[src/rtl/isa_dec_pkg.sv]
package isa_dec_pkg;
  localparam int unsigned SYS_ADDR_W  = 20;
  localparam int unsigned IO_DEC_W    = 10;
  localparam int unsigned BOOT_GRAN_L = 13;

  function automatic logic [6:0] size_mask(input logic [1:0] code);
    logic [6:0] m;
    m = 7'h7f;
    for (int i = 0; i < 4; i++) begin
      if (i < int'(code)) m[i] = 1'b0;
    end
    return m;
  endfunction
endpackage

[src/rtl/io_win_dec.sv]
module io_win_dec #(
  parameter int unsigned ADDR_W    = 10,
  parameter int unsigned WIN_BYTES = 32,
  parameter int unsigned SEL_W     = 4,
  parameter int unsigned ORIGIN    = 'h200,
  parameter int unsigned PROM_SPAN = 16,
  localparam int unsigned OFF_W    = $clog2(WIN_BYTES),
  localparam int unsigned SLOT_W   = ADDR_W - OFF_W
) (
  input  logic [ADDR_W-1:0] addr_i,
  input  logic              aen_i,
  input  logic [SEL_W-1:0]  sel_i,
  input  logic              prom_en_i,
  output logic              hit_o,
  output logic              in_prom_o,
  output logic [OFF_W-1:0]  off_o
);
  localparam logic [SLOT_W-1:0] SLOT_BASE = SLOT_W'(ORIGIN >> OFF_W);

  logic [SLOT_W-1:0] slot;

  assign slot      = SLOT_BASE + SLOT_W'(sel_i);
  assign hit_o     = !aen_i && (addr_i[ADDR_W-1:OFF_W] == slot);
  assign off_o     = addr_i[OFF_W-1:0];
  assign in_prom_o = prom_en_i && (off_o < OFF_W'(PROM_SPAN));
endmodule

[src/rtl/boot_win_dec.sv]
module boot_win_dec
  import isa_dec_pkg::*;
#(
  parameter int unsigned ADDR_W = 20,
  parameter int unsigned GRAN_L = 13,
  localparam int unsigned FLD_W = ADDR_W - GRAN_L
) (
  input  logic [FLD_W-1:0] fld_i,
  input  logic [FLD_W-1:0] base_i,
  input  logic [1:0]       size_i,
  input  logic             en_i,
  input  logic             memr_ni,
  input  logic             ref_ni,
  output logic             sel_o
);
  logic [FLD_W-1:0] mask;
  logic             in_blk;

  assign mask   = FLD_W'(size_mask(size_i));
  assign in_blk = ((fld_i ^ base_i) & mask) == '0;
  assign sel_o  = en_i && !memr_ni && ref_ni && in_blk;
endmodule

[src/rtl/rd_path.sv]
module rd_path #(
  parameter int unsigned RDY_WAIT = 3,
  parameter int unsigned DATA_W   = 8,
  localparam int unsigned CNT_W   = $clog2(RDY_WAIT + 1)
) (
  input  logic              clk_i,
  input  logic              rst_ni,
  input  logic              rd_act_i,
  input  logic              prom_rd_i,
  input  logic [DATA_W-1:0] prom_d_i,
  output logic              iochrdy_o,
  output logic [DATA_W-1:0] sd_lo_o
);
  logic [CNT_W-1:0] cnt_q;
  logic             done;

  assign done      = cnt_q >= CNT_W'(RDY_WAIT);
  assign iochrdy_o = !(rd_act_i && !done);

  always_ff @(posedge clk_i or negedge rst_ni) begin
    if (!rst_ni)          cnt_q <= '0;
    else if (!rd_act_i)   cnt_q <= '0;
    else if (!done)       cnt_q <= cnt_q + 1'b1;
  end

  always_ff @(posedge clk_i or negedge rst_ni) begin
    if (!rst_ni)        sd_lo_o <= '0;
    else if (prom_rd_i) sd_lo_o <= prom_d_i;
  end

  AST_RDY_DROP: assert property (@(posedge clk_i) disable iff (!rst_ni)
    $rose(rd_act_i) |-> !iochrdy_o);
  AST_RDY_HOLD: assert property (@(posedge clk_i) disable iff (!rst_ni)
    (rd_act_i && $past(rd_act_i) && $past(iochrdy_o)) |-> iochrdy_o);
endmodule

[src/rtl/isa_slave_decoder.sv]
module isa_slave_decoder
  import isa_dec_pkg::*;
#(
  parameter int unsigned IO_WIN    = 32,
  parameter int unsigned IO_SEL_W  = 4,
  parameter int unsigned IO_ORIGIN = 'h200,
  parameter int unsigned PROM_SPAN = 16,
  parameter int unsigned RDY_WAIT  = 3,
  parameter int unsigned DATA_W    = 8,
  localparam int unsigned OFF_W    = $clog2(IO_WIN),
  localparam int unsigned BFLD_W   = SYS_ADDR_W - BOOT_GRAN_L
) (
  input  logic                 clk_i,
  input  logic                 rst_ni,
  input  logic [SYS_ADDR_W-1:0] sa_i,
  input  logic                 aen_i,
  input  logic                 ior_ni,
  input  logic                 iow_ni,
  input  logic                 memr_ni,
  input  logic                 ref_ni,
  input  logic [IO_SEL_W-1:0]  io_base_sel_i,
  input  logic [BFLD_W-1:0]    boot_base_i,
  input  logic [1:0]           boot_size_i,
  input  logic                 boot_en_i,
  input  logic                 cfg_io16_i,
  input  logic                 cfg_apcs_en_i,
  input  logic [DATA_W-1:0]    prom_d_i,
  output logic                 reg_rd_o,
  output logic                 reg_wr_o,
  output logic [OFF_W-1:0]     reg_off_o,
  output logic                 iocs16_no,
  output logic                 apcs_no,
  output logic                 bpcs_no,
  output logic                 sd_lo_oe_o,
  output logic [DATA_W-1:0]    sd_lo_o,
  output logic                 iochrdy_o
);
  logic io_hit, in_prom, boot_sel;
  logic io_rd, io_wr, ap_rd, rg_rd, rg_wr, prom_rd, rd_act, rdy;
  logic unused_addr;

  assign unused_addr = ^sa_i[BOOT_GRAN_L-1:IO_DEC_W];

  io_win_dec #(
    .ADDR_W(IO_DEC_W), .WIN_BYTES(IO_WIN), .SEL_W(IO_SEL_W),
    .ORIGIN(IO_ORIGIN), .PROM_SPAN(PROM_SPAN)
  ) u_io (
    .addr_i(sa_i[IO_DEC_W-1:0]), .aen_i(aen_i), .sel_i(io_base_sel_i),
    .prom_en_i(cfg_apcs_en_i), .hit_o(io_hit), .in_prom_o(in_prom),
    .off_o(reg_off_o)
  );

  boot_win_dec #(.ADDR_W(SYS_ADDR_W), .GRAN_L(BOOT_GRAN_L)) u_boot (
    .fld_i(sa_i[SYS_ADDR_W-1:BOOT_GRAN_L]), .base_i(boot_base_i),
    .size_i(boot_size_i), .en_i(boot_en_i), .memr_ni(memr_ni),
    .ref_ni(ref_ni), .sel_o(boot_sel)
  );

  assign io_rd   = io_hit && !ior_ni;
  assign io_wr   = io_hit && !iow_ni;
  assign ap_rd   = io_rd && in_prom;
  assign rg_rd   = io_rd && !in_prom;
  assign rg_wr   = io_wr && !in_prom;
  assign prom_rd = ap_rd || boot_sel;
  assign rd_act  = rst_ni && (io_rd || boot_sel);

  rd_path #(.RDY_WAIT(RDY_WAIT), .DATA_W(DATA_W)) u_rd (
    .clk_i(clk_i), .rst_ni(rst_ni), .rd_act_i(rd_act),
    .prom_rd_i(prom_rd), .prom_d_i(prom_d_i), .iochrdy_o(rdy),
    .sd_lo_o(sd_lo_o)
  );

  assign reg_rd_o   = rst_ni && rg_rd;
  assign reg_wr_o   = rst_ni && rg_wr;
  assign apcs_no    = !(rst_ni && ap_rd);
  assign bpcs_no    = !(rst_ni && boot_sel);
  assign iocs16_no  = !(rst_ni && cfg_io16_i && io_hit);
  assign sd_lo_oe_o = rst_ni && prom_rd;
  assign iochrdy_o  = !rst_ni || rdy;

  AST_AEN_GATES: assert property (@(posedge clk_i) disable iff (!rst_ni)
    aen_i |-> (!reg_rd_o && !reg_wr_o && apcs_no && iocs16_no));
  AST_NARROW_IO: assert property (@(posedge clk_i) disable iff (!rst_ni)
    !cfg_io16_i |-> iocs16_no);
  AST_APCS_EXCL: assert property (@(posedge clk_i) disable iff (!rst_ni)
    $onehot0({reg_rd_o, !apcs_no}));
  AST_BPCS_REFRESH: assert property (@(posedge clk_i) disable iff (!rst_ni)
    !ref_ni |-> bpcs_no);
  AST_IDLE_READY: assert property (@(posedge clk_i) disable iff (!rst_ni)
    (ior_ni && memr_ni) |-> iochrdy_o);
endmodule

[config.mk]
export PLATFORM = sky130hd
export DESIGN_NAME = isa_slave_decoder
export DESIGN_NICKNAME = d
export VERILOG_FILES = /design/src/rtl/isa_dec_pkg.sv /design/src/rtl/io_win_dec.sv /design/src/rtl/boot_win_dec.sv /design/src/rtl/rd_path.sv /design/src/rtl/isa_slave_decoder.sv
export SDC_FILE = /design/constraint.sdc
export NUM_CORES = 1
export LEC_CHECK = 0
export BUFFER_PORTS_ARGS = -buffer_cell sky130_fd_sc_hd__buf_2
export CORE_MARGIN = 8
export CORE_UTILIZATION = 32
export CTS_BUF_LIST = sky130_fd_sc_hd__clkbuf_8
export DETAILED_ROUTE_END_ITERATION = 10
export PLACE_DENSITY = 0.77
export SYNTH_ARGS = -nofsm -noshare
export SYNTH_HDL_FRONTEND = slang
export SYNTH_SLANG_ARGS = --single-unit
[constraint.sdc]
create_clock -name clk_i -period 1.1 [get_ports clk_i]
set_input_delay 0.055 -clock clk_i [delete_from_list [all_inputs] [get_ports clk_i]]
set_output_delay 0.055 -clock clk_i [all_outputs]
set_load 0.01 [all_outputs]
==> impl_results.md <==
* Worst Tran Pin Value at 257 ps
* Synth area leader: dfrtp_1
* Clk buf depth at 2
* Largest net degree at the start of global routing at 9
* First-pass iteration count of the detailed router at 2
* Number of synthesized flops with an enable pin at 0
* Leak pwr at 0.000658 µW
* Post-Syn Area at a little under 700 µm²
* Placeable Area at ~2000 µm²
* Crit path DAT at 1250 ps
* Avg Inst Size Synth at 10.6 µm²
* Starting density of the core at 34.3%
* Clk_lat worst skew at ~230 ps
* Vias in the first global route at 877
* Final Cycle Share at 118%
* CTS sink cnt at 10
* Top post-synthesis cells by area: dfrtp_1 37%, mux2_2 13%, xor2_1 13%
* Reg2reg setup slack at 40 ps
* Mapped Nets at 116
* Layout fillers at 177
* Die ar. at roughly 3900 µm²
* Max Cap Viol at 0
* Post-synthesis sequential area ratio at 36.8%
* Post-Layout Cell Count at between 150 and 200
* Syn-to-layout area delta at 83.6%
* Placer Congestion at 0.683
* Gr usage total at 11.5%
* Synth async-reset ratio at 100%
* Setup violations, final at 14
* Failing checks: setup timing
* CTS Buf Count at 3
* Final Worst Setup Slack at -203 ps
* Maximum fanout along the worst path at 3
* Clock root cell: clkbuf_8
* Worst Hold Class: input pin to flip-flop
* Cell variety after synth at 24
* Final min period at ~1300 ps
* TritonCTS clock tree: built
* Final hold slack at ~56 ps
* Post-synth top area share at about 37%
* Port Buf Inserts at 59
* Pre-CTS setup slack at -421 ps
* Initial DRC Count at 4
* Placement row count at 16
* RSZ-0062 raised after global routing: yes
* First-pass GRT wire length at about 3.8 mm
* Ys flop type: dfrtp_1
* I/O Pins at 71
* Die boundary width at 62.1 µm
* Power Density at 1010 nW/µm²
* Status: finished with violations
* Layout Nets at 185
* Placed Cells incl. Taps at about 150
* Ant. Diodes at 0
* Synth Instances at 64
* Worst Skew at 2.20 ps
* Drt wl/cell at 14.3 µm
* TNS Setup at -1700 ps
* Worst-path clk slew at 50 ps
* Rel. slew slack at approximately 82%
* Drt drc at 0
* Final Hold Viols at 0
* Number of synthesized register bits at 10
* Yosys warnings at 0
* CP endpoint kind: output port
* Layout cells sized above 1 at a little over 70%
* Die H at 62.1 µm
* F_max at 767 MHz
* Worst Path Class, Setup: flip-flop to output port
* Grt ovf at 0
* Vias post-DR at between 700 and 800
* Routed WL at 2.27 mm
* Setup crit start kind: flip-flop
* Avg Vias per Cell at roughly 4.6
* Peak VDD IR at 0.863 mV
* CTS H-tree depth at 1
* Fin. max-slew vios at 0
* Post-DRT Antenna Nets at 0
* Initial antenna violation count at 0
* Post-DP HPWL at 1.82 mm
* Worst Path Required at between 1000 and 1500 ps
kinds of logic after synthesis:
group / count (synthesis) / share of synthesized area, %
fa+ha+maj: 1 / 1.84
mux: 9 / 14.7
simple gates: 21 / 17.5
compound gates: 5 / 7.72
xor+xnor: 12 / 15.4
buf+inv: 6 / 6.07
flops: 10 / 36.8
power by group:
part | leakage (µW) | switching [µW] | internal, µW | total, µW
sequential | 0.000136 | 27.2 | 420 | 447
clock | 0.0000288 | 130 | 313 | 443
combinational | 0.000493 | 151 | 224 | 375
total | 0.000658 | 309 | 957 | 1270
worst paths after layout:
check,depth (start not counted),to,start
setup / recovery,3,iochrdy_o,u_rd.cnt_q[0]
min in group asynchronous,2,u_rd.cnt_q[0],rst_ni
hold / removal,2,u_rd.sd_lo_o[4],prom_d_i[4]
setup reg to reg,3,u_rd.cnt_q[1],u_rd.cnt_q[0]
hold reg to reg,1,u_rd.sd_lo_o[2],u_rd.sd_lo_o[2]
max in group asynchronous,3,u_rd.sd_lo_o[7],rst_ni
sequential cells by signal, indices dropped and copies added (netlist names):
signal / flops
u_rd.cnt_q: 2
u_rd.sd_lo_o: 8
worst max-delay path, stage by stage, from the launching register on:
cell	delay, ps
dfrtp_1	390
ha_1	250
or2_4	260
buf_6	120
cell type report:
cell class | count | area [µm²] | area share [%]
clock buffer | 4 | 55.1 | 4.40
inverter | 1 | 3.75 | 0.300
multi-input combinational | 48 | 480 | 38.4
sequential | 10 | 250 | 20.0
tap | 27 | 33.8 | 2.70
timing repair buffer | 69 | 427 | 34.1
stage by stage:
stage               util, %  total power (µW)  cell area, µm²
CTS                    60.6              1260            1200
global route           63.1              1350            1250
floorplan                 -               598             696
finish                 63.1              1270            1250
detailed placement     52.8               760            1050
global placement       52.8               751            1050
cells in the mapped netlist (all sizes together) (2+ instances only):
cell type and number:
nand2 3, dfrtp 10, xnor2 2, mux2 8
nand4 2, nor3 5, xor2 10, buf 5
nor2 3, nand3 2, a211oi 2
per-layer routing:
layer | track usage [%] | wire [µm]
met5 | 0 | 0
met4 | 2.33 | 21
met3 | 5.38 | 197
met2 | 22.6 | 1310
met1 | 10.3 | 741
cell usage in the layout (no fill, tap or decap):
master         count
nor3_2             3
nand2_1            1
nand2_2            1
nor2_1             2
xor2_1             9
clkbuf_8           4
nand4_1            2
and2b_2            1
xor2_2             1
nand3b_1           1
nor3_1             2
xnor2_1            1
xnor2_2            1
ha_1               1
nor2_4             1
o21a_1             1
inv_2              1
buf_2             51
mux2i_1            1
or2_4              1
mux2_4             8
dfrtp_1           10
nand3_1            2
or3_4              1
nor2b_1            1
a211oi_2           1
buf_4              8
dlygate4sd3_1      1
or2b_2             1
a211oi_1           1
buf_6              9
nand2_4            1
o31ai_4            1
a2bb2oi_2          1
what timing repair did:
action                                  4_1_cts  5_1_grt
hold endpoints to repair                     10        0
buffers inserted                              1        2
hold buffers                                  1        0
endpoints found under the setup margin       15       17
resized for setup                            17       11
pin swaps                                     6        8
Power figures use the tool's default switching activity.
